$ cat config.mk
export PLATFORM = sky130hd
export DESIGN_NAME = flash_txn_emu
export DESIGN_NICKNAME = d
export VERILOG_FILES = /design/src/rtl/flash_emu_pkg.sv /design/src/rtl/flash_emu_store.sv /design/src/rtl/flash_emu_err.sv /design/src/rtl/flash_emu_seq.sv /design/src/rtl/flash_txn_emu.sv
export SDC_FILE = /design/constraint.sdc
export NUM_CORES = 2
export LEC_CHECK = 0
export CAP_MARGIN = 20
export CORE_ASPECT_RATIO = 2
export CORE_UTILIZATION = 60
export CTS_CLUSTER_DIAMETER = 100
export DETAILED_ROUTE_END_ITERATION = 10
export DONT_BUFFER_PORTS = 1
export GPL_ROUTABILITY_DRIVEN = 1
export GPL_TIMING_DRIVEN = 0
export HOLD_SLACK_MARGIN = 0.02
export PLACE_DENSITY = 0.78
export SETUP_SLACK_MARGIN = 0.1
export SLEW_MARGIN = 10
export SYNTH_ARGS = -nofsm -noshare
export SYNTH_HDL_FRONTEND = slang
export SYNTH_SLANG_ARGS = --single-unit
$ cat constraint.sdc
create_clock -name clk_i -period 4.45 [get_ports clk_i]
set_input_delay 0 -clock clk_i [delete_from_list [all_inputs] [get_ports clk_i]]
set_output_delay 0 -clock clk_i [all_outputs]
set_load 0.005 [all_outputs]
$ cat src/rtl/flash_emu_pkg.sv
package flash_emu_pkg;

    typedef enum logic [1:0] {
        ST_IDLE,
        ST_WAIT,
        ST_ERASE,
        ST_SUSP
    } fe_state_e;

    typedef enum logic [2:0] {
        OP_READ,
        OP_PROG,
        OP_BADPROG,
        OP_PAGE_ERASE,
        OP_BANK_ERASE
    } fe_op_e;

    function automatic int fe_max4(input int a, input int b, input int c, input int d);
        int m;
        m = a;
        if (b > m) m = b;
        if (c > m) m = c;
        if (d > m) m = d;
        return m;
    endfunction

endpackage

$ cat src/rtl/flash_emu_store.sv
module flash_emu_store #(
    parameter int DATA_W = 16,
    parameter int IDX_W  = 6
) (
    input  logic              clk_i,
    input  logic              rst_ni,
    input  logic [IDX_W-1:0]  idx_i,
    input  logic              wr_en_i,
    input  logic              wr_erase_i,
    input  logic [DATA_W-1:0] wr_data_i,
    output logic [DATA_W-1:0] rd_data_o
);
    localparam int DEPTH = 2 ** IDX_W;

    logic [DATA_W-1:0] mem_d [DEPTH];
    logic [DATA_W-1:0] mem_q [DEPTH];

    always_comb begin
        mem_d = mem_q;
        if (wr_en_i) begin
            if (wr_erase_i) begin
                mem_d[idx_i] = {DATA_W{1'b1}};
            end else begin
                mem_d[idx_i] = mem_q[idx_i] & wr_data_i;
            end
        end
    end

    always_ff @(posedge clk_i or negedge rst_ni) begin
        if (!rst_ni) begin
            for (int i = 0; i < DEPTH; i++) begin
                mem_q[i] <= {DATA_W{1'b1}};
            end
        end else begin
            mem_q <= mem_d;
        end
    end

    assign rd_data_o = mem_q[idx_i];

    // a program only clears bits of the addressed word
    p_prog_and_r4: assert property (@(posedge clk_i) disable iff (!rst_ni)
        (wr_en_i && !wr_erase_i) |=>
            (mem_q[$past(idx_i)] == ($past(rd_data_o) & $past(wr_data_i))));

    // an erase write leaves the addressed word all ones
    p_erase_ones_r5: assert property (@(posedge clk_i) disable iff (!rst_ni)
        (wr_en_i && wr_erase_i) |=> (mem_q[$past(idx_i)] == {DATA_W{1'b1}}));

endmodule

$ cat src/rtl/flash_emu_err.sv
module flash_emu_err #(
    parameter int NUM_BANKS = 2
) (
    input  logic                 clk_i,
    input  logic                 rst_ni,
    input  logic [NUM_BANKS-1:0] set_i,
    input  logic [NUM_BANKS-1:0] clr_i,
    output logic [NUM_BANKS-1:0] status_o,
    output logic                 irq_o
);
    typedef struct packed {
        logic [NUM_BANKS-1:0] status;
    } err_t;

    err_t e_d, e_q;

    always_comb begin
        e_d = e_q;
        e_d.status = (e_q.status & ~clr_i) | set_i;
    end

    always_ff @(posedge clk_i or negedge rst_ni) begin
        if (!rst_ni) begin
            e_q <= '0;
        end else begin
            e_q <= e_d;
        end
    end

    assign status_o = e_q.status;
    assign irq_o    = |e_q.status;

    for (genvar b = 0; b < NUM_BANKS; b++) begin : g_bit_chk
        // a set in the same cycle as a clear wins
        p_set_wins_r10: assert property (@(posedge clk_i) disable iff (!rst_ni)
            set_i[b] |=> status_o[b]);
        // a clear alone drops the bit
        p_clear_r10: assert property (@(posedge clk_i) disable iff (!rst_ni)
            (clr_i[b] && !set_i[b]) |=> !status_o[b]);
        // without set or clear the bit holds
        p_hold_r10: assert property (@(posedge clk_i) disable iff (!rst_ni)
            (!clr_i[b] && !set_i[b]) |=> $stable(status_o[b]));
    end

endmodule

$ cat src/rtl/flash_emu_seq.sv
module flash_emu_seq
    import flash_emu_pkg::*;
#(
    parameter int NUM_BANKS  = 2,
    parameter int PAGES      = 4,
    parameter int PAGE_WORDS = 4,
    parameter int DATA_W     = 16,
    parameter int PROG_TYPES = 2,
    parameter int READ_LAT   = 2,
    parameter int PROG_LAT   = 6,
    parameter int ERASE_LAT  = 5,
    parameter int SUSP_LAT   = 3,
    localparam int BANK_W    = $clog2(NUM_BANKS),
    localparam int PAGE_W    = $clog2(PAGES),
    localparam int WORD_W    = $clog2(PAGE_WORDS),
    localparam int ADDR_W    = PAGE_W + WORD_W,
    localparam int IDX_W     = BANK_W + 1 + ADDR_W,
    localparam int PTYPE_W   = $clog2(PROG_TYPES)
) (
    input  logic                  clk_i,
    input  logic                  rst_ni,
    input  logic                  rd_req_i,
    input  logic                  prog_req_i,
    input  logic                  page_erase_req_i,
    input  logic                  bank_erase_req_i,
    input  logic [BANK_W-1:0]     bank_sel_i,
    input  logic                  info_sel_i,
    input  logic [ADDR_W-1:0]     addr_i,
    input  logic [DATA_W-1:0]     prog_data_i,
    input  logic [PTYPE_W-1:0]    prog_type_i,
    input  logic [PROG_TYPES-1:0] prog_type_avail_i,
    input  logic                  erase_suspend_i,
    output logic                  ack_o,
    output logic                  done_o,
    output logic                  suspend_ack_o,
    output logic                  rd_valid_o,
    output logic [IDX_W-1:0]      mem_idx_o,
    output logic                  wr_en_o,
    output logic                  wr_erase_o,
    output logic [DATA_W-1:0]     wr_data_o,
    output logic [NUM_BANKS-1:0]  err_set_o
);
    localparam int MAX_LAT = fe_max4(READ_LAT, PROG_LAT, ERASE_LAT, SUSP_LAT);
    localparam int CNT_W   = $clog2(MAX_LAT + 1);
    localparam int WALK_W  = 1 + ADDR_W;

    localparam logic [CNT_W-1:0]  C_READ  = CNT_W'(READ_LAT - 1);
    localparam logic [CNT_W-1:0]  C_PROG  = CNT_W'(PROG_LAT - 1);
    localparam logic [CNT_W-1:0]  C_ERASE = CNT_W'(ERASE_LAT - 1);
    localparam logic [CNT_W-1:0]  C_SUSP  = CNT_W'(SUSP_LAT - 1);
    localparam logic [WALK_W-1:0] LAST_PAGE_WORD = WALK_W'(PAGE_WORDS - 1);
    localparam logic [WALK_W-1:0] LAST_BANK_WORD = WALK_W'(2 * PAGES * PAGE_WORDS - 1);

    typedef struct packed {
        fe_state_e          st;
        fe_op_e             op;
        logic [BANK_W-1:0]  bank;
        logic               part;
        logic [ADDR_W-1:0]  addr;
        logic [DATA_W-1:0]  data;
        logic [CNT_W-1:0]   cnt;
        logic [WALK_W-1:0]  walk;
    } seq_t;

    seq_t s_d, s_q;

    logic              any_req;
    logic              type_ok;
    logic [IDX_W-1:0]  erase_idx;
    logic [WALK_W-1:0] walk_last;

    assign any_req = rd_req_i | prog_req_i | page_erase_req_i | bank_erase_req_i;
    assign type_ok = prog_type_avail_i[prog_type_i];

    always_comb begin
        if (s_q.op == OP_PAGE_ERASE) begin
            erase_idx = {s_q.bank, s_q.part, s_q.addr[ADDR_W-1:WORD_W], s_q.walk[WORD_W-1:0]};
            walk_last = LAST_PAGE_WORD;
        end else begin
            erase_idx = {s_q.bank, s_q.walk};
            walk_last = LAST_BANK_WORD;
        end
    end

    always_comb begin
        s_d           = s_q;
        ack_o         = 1'b0;
        done_o        = 1'b0;
        suspend_ack_o = 1'b0;
        rd_valid_o    = 1'b0;
        wr_en_o       = 1'b0;
        wr_erase_o    = 1'b0;
        err_set_o     = '0;
        mem_idx_o     = {s_q.bank, s_q.part, s_q.addr};
        wr_data_o     = s_q.data;

        unique case (s_q.st)
            ST_IDLE: begin
                if (any_req) begin
                    ack_o     = 1'b1;
                    s_d.bank  = bank_sel_i;
                    s_d.part  = info_sel_i;
                    s_d.addr  = addr_i;
                    s_d.data  = prog_data_i;
                    s_d.walk  = '0;
                    if (rd_req_i) begin
                        s_d.op  = OP_READ;
                        s_d.st  = ST_WAIT;
                        s_d.cnt = C_READ;
                    end else if (prog_req_i) begin
                        s_d.st = ST_WAIT;
                        if (type_ok) begin
                            s_d.op  = OP_PROG;
                            s_d.cnt = C_PROG;
                        end else begin
                            s_d.op  = OP_BADPROG;
                            s_d.cnt = '0;
                            err_set_o[bank_sel_i] = 1'b1;
                        end
                    end else if (page_erase_req_i) begin
                        s_d.op  = OP_PAGE_ERASE;
                        s_d.st  = ST_ERASE;
                        s_d.cnt = C_ERASE;
                    end else begin
                        s_d.op  = OP_BANK_ERASE;
                        s_d.st  = ST_ERASE;
                        s_d.cnt = C_ERASE;
                    end
                end
            end
            ST_WAIT: begin
                if (s_q.cnt == '0) begin
                    done_o     = 1'b1;
                    s_d.st     = ST_IDLE;
                    rd_valid_o = (s_q.op == OP_READ);
                    wr_en_o    = (s_q.op == OP_PROG);
                end else begin
                    s_d.cnt = s_q.cnt - 1'b1;
                end
            end
            ST_ERASE: begin
                mem_idx_o = erase_idx;
                if (erase_suspend_i) begin
                    suspend_ack_o = 1'b1;
                    s_d.st        = ST_SUSP;
                    s_d.cnt       = C_SUSP;
                end else if (s_q.cnt == '0) begin
                    wr_en_o    = 1'b1;
                    wr_erase_o = 1'b1;
                    if (s_q.walk == walk_last) begin
                        done_o = 1'b1;
                        s_d.st = ST_IDLE;
                    end else begin
                        s_d.walk = s_q.walk + 1'b1;
                        s_d.cnt  = C_ERASE;
                    end
                end else begin
                    s_d.cnt = s_q.cnt - 1'b1;
                end
            end
            ST_SUSP: begin
                if (s_q.cnt == '0) begin
                    done_o = 1'b1;
                    s_d.st = ST_IDLE;
                end else begin
                    s_d.cnt = s_q.cnt - 1'b1;
                end
            end
            default: s_d.st = ST_IDLE;
        endcase
    end

    always_ff @(posedge clk_i or negedge rst_ni) begin
        if (!rst_ni) begin
            s_q    <= '0;
            s_q.st <= ST_IDLE;
            s_q.op <= OP_READ;
        end else begin
            s_q <= s_d;
        end
    end

    // one transaction at a time, acceptance never repeats back to back
    p_one_outstanding_r2: assert property (@(posedge clk_i) disable iff (!rst_ni)
        ack_o |=> !ack_o);

    // acceptance and completion are separate events
    p_ack_done_excl_r2: assert property (@(posedge clk_i) disable iff (!rst_ni)
        !(ack_o && done_o));

    // no word is erased after a suspension was confirmed
    p_susp_stops_erase_r7: assert property (@(posedge clk_i) disable iff (!rst_ni)
        suspend_ack_o |=> !wr_en_o);

    // a refused program completes next cycle without writing
    p_bad_prog_r9: assert property (@(posedge clk_i) disable iff (!rst_ni)
        (ack_o && !rd_req_i && prog_req_i && !type_ok) |=> (done_o && !wr_en_o));

endmodule

$ cat src/rtl/flash_txn_emu.sv
module flash_txn_emu #(
    parameter int NUM_BANKS  = 2,
    parameter int PAGES      = 4,
    parameter int PAGE_WORDS = 4,
    parameter int DATA_W     = 16,
    parameter int PROG_TYPES = 2,
    parameter int READ_LAT   = 2,
    parameter int PROG_LAT   = 6,
    parameter int ERASE_LAT  = 5,
    parameter int SUSP_LAT   = 3,
    localparam int BANK_W    = $clog2(NUM_BANKS),
    localparam int ADDR_W    = $clog2(PAGES) + $clog2(PAGE_WORDS),
    localparam int IDX_W     = BANK_W + 1 + ADDR_W,
    localparam int PTYPE_W   = $clog2(PROG_TYPES)
) (
    input  logic                  clk_i,
    input  logic                  rst_ni,
    input  logic                  rd_req_i,
    input  logic                  prog_req_i,
    input  logic                  page_erase_req_i,
    input  logic                  bank_erase_req_i,
    input  logic [BANK_W-1:0]     bank_sel_i,
    input  logic                  info_sel_i,
    input  logic [ADDR_W-1:0]     addr_i,
    input  logic [DATA_W-1:0]     prog_data_i,
    input  logic [PTYPE_W-1:0]    prog_type_i,
    input  logic [PROG_TYPES-1:0] prog_type_avail_i,
    input  logic                  erase_suspend_i,
    output logic                  ack_o,
    output logic                  done_o,
    output logic [DATA_W-1:0]     rd_data_o,
    output logic                  suspend_ack_o,
    input  logic [NUM_BANKS-1:0]  err_clear_i,
    output logic [NUM_BANKS-1:0]  err_status_o,
    output logic                  err_irq_o
);
    logic                 rd_valid;
    logic [IDX_W-1:0]     mem_idx;
    logic                 wr_en;
    logic                 wr_erase;
    logic [DATA_W-1:0]    wr_data;
    logic [DATA_W-1:0]    word;
    logic [NUM_BANKS-1:0] err_set;

    flash_emu_seq #(
        .NUM_BANKS  (NUM_BANKS),
        .PAGES      (PAGES),
        .PAGE_WORDS (PAGE_WORDS),
        .DATA_W     (DATA_W),
        .PROG_TYPES (PROG_TYPES),
        .READ_LAT   (READ_LAT),
        .PROG_LAT   (PROG_LAT),
        .ERASE_LAT  (ERASE_LAT),
        .SUSP_LAT   (SUSP_LAT)
    ) u_seq (
        .clk_i             (clk_i),
        .rst_ni            (rst_ni),
        .rd_req_i          (rd_req_i),
        .prog_req_i        (prog_req_i),
        .page_erase_req_i  (page_erase_req_i),
        .bank_erase_req_i  (bank_erase_req_i),
        .bank_sel_i        (bank_sel_i),
        .info_sel_i        (info_sel_i),
        .addr_i            (addr_i),
        .prog_data_i       (prog_data_i),
        .prog_type_i       (prog_type_i),
        .prog_type_avail_i (prog_type_avail_i),
        .erase_suspend_i   (erase_suspend_i),
        .ack_o             (ack_o),
        .done_o            (done_o),
        .suspend_ack_o     (suspend_ack_o),
        .rd_valid_o        (rd_valid),
        .mem_idx_o         (mem_idx),
        .wr_en_o           (wr_en),
        .wr_erase_o        (wr_erase),
        .wr_data_o         (wr_data),
        .err_set_o         (err_set)
    );

    flash_emu_store #(
        .DATA_W (DATA_W),
        .IDX_W  (IDX_W)
    ) u_store (
        .clk_i      (clk_i),
        .rst_ni     (rst_ni),
        .idx_i      (mem_idx),
        .wr_en_i    (wr_en),
        .wr_erase_i (wr_erase),
        .wr_data_i  (wr_data),
        .rd_data_o  (word)
    );

    flash_emu_err #(
        .NUM_BANKS (NUM_BANKS)
    ) u_err (
        .clk_i    (clk_i),
        .rst_ni   (rst_ni),
        .set_i    (err_set),
        .clr_i    (err_clear_i),
        .status_o (err_status_o),
        .irq_o    (err_irq_o)
    );

    assign rd_data_o = rd_valid ? word : '0;

endmodule

==> results of run 1 <==
==> cells by family after synthesis <==
logic type,Yosys count
XOR/XNOR,1
AO/OA/AOI/OAI,1437
adder cells (fa/ha/maj),8
buffers and inverters,500
multiplexers,274
AND/OR/NAND/NOR,1912
flip-flops,1061
==> per-stage QoR <==
stage | TNS [ns] | setup slack [ns] | cell area, um^2 | hold WS, ns
4_1_cts | -0.733 | -0.0947 | 60800 | -1.03
2_1_floorplan | 0 | 0.651 | 51500 | -0.296
3_5_place_dp | -2451.58 | -3.27 | 53300 | -0.264
3_3_place_gp | -2935.18 | -3.76 | 52900 | -0.254
==> what timing repair did <==
item / in CTS
cloned: 2
setup buffers: 98
setup endpoints to repair: 1040
pin swaps: 44
gates resized for setup: 766
endpoints found under the hold margin: 1102
hold buffers: 62
==> layer usage <==
layer  global-route usage, %  overflow
met3                    61.3         7
met2                    93.9       249
met5                    25.0         1
met1                    77.0         3
met4                    75.7       191
==> impl_results.md, run 1 <==
* Number of synthesized register bits at around 1100
* Die width at approximately 210 um
* Synth cell count leaders: 1024 x dfstp_2, 933 x nor2_1, 673 x a21oi_1
* Total grt overflow at roughly 450
* H-tree level count at 3
* Post-DP HPWL at about 200000 um
* Top-count cell post-synth: dfstp_2
* Status: aborted with a tool error
* Cell taking the most area after synthesis: dfstp_2
* Halt Stage: global routing (5_1_grt)
* Synth area leaders: dfstp_2 52%, nor2_1 6.8%, a21oi_1 6.5%
* IO Port Bufs at 0
* Cells after Synth at 5193
* Placer Congestion at approximately 1.2
* Top_reg_cell synth: dfstp_2
* XOR/XNOR share of the synthesized area at less than 1%
* Max Buffers Root-to-Sink at 3
* Mapped Avg Cell Area at 9.92 um^2
* Synthesized cell area at 51500 um^2
* Total GRT Usage at roughly three quarters
* Post-synthesis adder-cell area fraction at less than 1%
* Number of cells after detailed placement at about 6300
* Cell variety after synth at a little under 90
* Post-synthesis mux area share at under 10%
* Largest family of logic cells by synthesized area: compound AO/OA/AOI/OAI gates
* Vias in the first global route at ~55000
* Syn_nets at ~5200
* Ys async rst share at 100%
* Chip height at between 400 and 500 um
* Clock sink count at ~1100
* Yosys warnings at 0
* Starting Density at 60.8%
* Global-route wire length before repair at approximately 470000 um
* EDFF count, synth at 0
* Post-Synth Simple-Gate Area at roughly 16%
* Sequential fraction of the synthesis area at 54.0%
* I/O pins at 56
* Row count at ~150
* Log Error: [ERROR GRT-0116] Global routing finished with congestion. Check the congestion regions in the DRC Viewer.
* Post-synthesis compound-gate area fraction at between 15 and 20%
* Share of the synthesized area in the top cell type at 52.2%
* CTS buffer count at 94
* Largest net degree at the start of global routing at 1062
* Clk root buf: clkbuf_16
==> inputs of run 2 (changes only) <==
--- a/config.mk
+++ b/config.mk
@@ -6,16 +6,12 @@
 export NUM_CORES = 2
 export LEC_CHECK = 0
 export CAP_MARGIN = 20
-export CORE_ASPECT_RATIO = 2
-export CORE_UTILIZATION = 60
-export CTS_CLUSTER_DIAMETER = 100
+export CORE_UTILIZATION = 40
 export DETAILED_ROUTE_END_ITERATION = 10
 export DONT_BUFFER_PORTS = 1
 export GPL_ROUTABILITY_DRIVEN = 1
 export GPL_TIMING_DRIVEN = 0
-export HOLD_SLACK_MARGIN = 0.02
-export PLACE_DENSITY = 0.78
-export SETUP_SLACK_MARGIN = 0.1
+export PLACE_DENSITY_LB_ADDON = 0.15
 export SLEW_MARGIN = 10
 export SYNTH_ARGS = -nofsm -noshare
 export SYNTH_HDL_FRONTEND = slang
==> impl_results.md, run 2 <==
* Crit path max fanout at 8
* Buf+Inv Stages, Crit Path at 12
* CP Depth at 21
* Peak supply drop at 517 uV
* Status: finished with violations
* Ys async rst share at 100% (unchanged)
* EDFF count, synth at 0 (unchanged)
* Synthesized cell area at 51500 um^2 (unchanged)
* Largest register by flop count: u_store.mem_q
* Cell variety after synth at 87 (unchanged)
* Crit path to: u_store.mem_q[891]
* Clk root buf: clkbuf_16
* Setup-failing EPs final at 555
* CP Data Required Time at roughly 5.2 ns
* IO Port Bufs at 0 (unchanged)
* Reg2Reg Setup Slack at -0.31 ns
* Syn_nets at 5235 (unchanged)
* Drt pass-1 iters at 8
* Critical Path End Type: register
* Final worst path period share at 107%
* Synth cell count leaders: 1024 x dfstp_2, 933 x nor2_1, 673 x a21oi_1
* Kind of critical path: register to register
* R2R Path End: u_store.mem_q[891]
* Crit path max-delay cell type: mux4_2
* Cell mode on critical path: buf_16
* Largest net degree at the start of global routing at roughly 1100
* Max_cap viols at 0
* Most frequent cells in the layout: 1024 x dfstp_2, 908 x nor2_1, 546 x a21oi_1, 481 x nand2_1, 211 x o22a_1
* Total GRT Usage at a little under 50%
* Die width at 361 um (+73%)
* Setup WS pre-CTS at -3.73 ns (-0.462 ns)
* Cell taking the most area after synthesis: dfstp_2
* Critical path's largest stage delay at just over 0.6 ns
* Die area at between 100000 and 150000 um^2
* Total number of vias at 49900
* Pin slew with the least headroom to its limit at around 1.5 ns
* Relative slew slack at less than 1%
* Post-route DRC at 0
* Layout Area Growth over Synthesis at 27.5%
* CP startpoint: u_seq.s_q[33]
* Share of the synthesized area in the top cell type at 52.2% (unchanged)
* Row count at 131 (-13%)
* Top_reg_cell synth: dfstp_2
* Max Buffers Root-to-Sink at 3 (unchanged)
* Final core utilization at about half
* PD cells at 957 nW/um^2
* Initial antenna violation count at 36
* Clock Skews at 0.0459 ns
* Failing checks: setup timing
* I/O pins at 56 (unchanged)
* TNS Setup at -38.27 ns
* Startpoint types: register
* Max reg flops at slightly above 1000
* Number of synthesized register bits at 1061 (unchanged)
* Worst hold margin at around 0.053 ns
* CTS tree: yes
* Worst-Skew Late Latency at approximately 0.80 ns
* Routed vias/inst at around 6.7
* Fin. Hold Viols at 0
* Post-DP HPWL at 225000 um (+11%)
* Largest delay share family, worst path: buffers and inverters
* Placer Congestion at 1.11 (-7.7%)
* R2R depth at 21
* Pins Over Slew Limit at 0
* Starting Density at 40.4% (-20 points)
* Total grt overflow at 0
* Final #Nets at roughly 5700
* Chip height at 361 um (-13%)
* Clock-pin slew on the worst setup and hold paths at around 0.07 ns
* DRT iter0 DRCs at between 8000 and 9000
* HP Class: input pin to register
* CTS buffer count at 118 (+26%)
* Clock sink count at 1061 (unchanged)
* Wire length per cell at between 40 and 50 um
* Layout cell share with drive strength beyond 1 at between 30% and 40%
* FMAX at 210 MHz
* FF-to-FF Start: u_seq.s_q[33]
* Final WL at roughly 330000 um
* Min cycle time layout at 4.76 ns
* Sequential fraction of the synthesis area at 54.0% (unchanged)
* Cells after Synth at 5193 (unchanged)
* CP arrival at between 5 and 6 ns
* Leakage power at roughly 0.025 uW
* Top-count cell post-synth: dfstp_2
* Setup slack after layout at -0.312 ns
* Most common cell after layout, fill and taps aside: dfstp_2
* Mapped Avg Cell Area at 9.92 um^2 (unchanged)
* Synth area leaders: dfstp_2 52%, nor2_1 6.8%, a21oi_1 6.5%
* Detail Route Antenna Nets at 0
* Yosys warnings at 0 (unchanged)
* Tot Pwr at 62900 uW
* # fillers at ~12000
* Crit-path cells: inv_2 > ha_4 > mux2_4 > buf_12 > buf_16 > buf_16 > buf_16 > buf_16 > buf_16 > buf_4 > mux2i_1 > mux4_2 > a22oi_1 > o211ai_1 > buf_4 > nor3_4 > buf_6 > nor2_4 > buf_12 > clkbuf_16 > a21oi_2
* Vias in the first global route at 45500
* Global-route wire length before repair at between 400000 and 500000 um
* H-tree level count at 3 (unchanged)
* RSZ-0062 raised after global routing: true
* Core area at between 100000 and 150000 um^2
-- run 2: cell counts after synthesis --
Identical to the previous run, type by type.
-- run 2: worst min-delay path by stage --
stage / from / to / slack (ns) / cells after the start
2_1_floorplan: rst_ni / u_err.status_o[0] / -0.30 / 0
3_3_place_gp: rst_ni / u_seq.s_q[5] / -0.25 / 0
3_5_place_dp: rst_ni / u_seq.s_q[6] / -0.25 / 0
4_1_cts: rst_ni / u_seq.s_q[5] / -1.04 / 0
5_1_grt: bank_erase_req_i / u_seq.s_q[32] / 0.1 / 3
6_report: page_erase_req_i / u_seq.s_q[30] / 0.05 / 3
-- run 2: per-layer routing --
layer | GRT usage (%) | part of all wire, % | vias up
li1 | - | - | 19300
met1 | 61.3 | 36 | 25400
met2 | 64.9 | 39 | 4055
met3 | 23.8 | 15 | 1182
met4 | 40.8 | 9.9 | 18
met5 | 1.48 | 0.090 | -
-- run 2: cell families after synthesis --
family | count (synthesis) | share of synthesized area [%]
multiplexers | 274 | 7.30
AO/OA/AOI/OAI | 1437 | 17.6
adder cells (fa/ha/maj) | 8 | 0.194
AND/OR/NAND/NOR | 1912 | 15.9
flip-flops | 1061 | 54.0
XOR/XNOR | 1 | 0.0170
buffers and inverters | 500 | 4.97
-- run 2: metrics by stage --
stage,cells,cell area [um^2]
after floorplan,5193,51500
after global placement,6855,53600
after detailed placement,6897,54300
after CTS,7326,64100
after global routing,7385,65700
final,7407,65700
-- run 2: repair_timing --
action                                  in CTS  in global routing
endpoints found under the hold margin     1104                556
endpoints found under the setup margin    1040                896
resized for setup                          958                226
hold buffers                                58                  3
setup buffers                              160                 47
pin swaps                                   74                 43
gates cloned                                 6                 10
-- run 2: worst reg2reg max path, delay by kind of cell, from the launching register on --
| family | cells | cell delay, ns |
|---|---|---|
| and+or+nand+nor | 2 | 0.22 |
| AOI/OAI and AO/OA | 3 | 0.72 |
| DFF | 1 | 0.39 |
| buffers and inverters | 12 | 2.12 |
| adders and majority gates | 1 | 0.18 |
| muxes | 3 | 1.05 |
-- run 2: power by group --
part / switching (uW) / internal (uW)
logic: 26300 / 12700
clock network: 4430 / 5580
registers: 1350 / 12500
-- run 2: area by class of cell --
class	instances	area, um^2	share of cell area [%]
inverters	13	48.8	0.0742
well taps	1662	2080	3.16
clock inverters	33	360	0.548
clock buffers	175	3400	5.17
plain buffers	478	4880	7.43
multi-input cells	3632	23300	35.5
flip-flops and latches	1061	27800	42.3
repair buffers	328	3760	5.72
diodes	25	62.6	0.0952
Power figures use the tool's default switching activity.
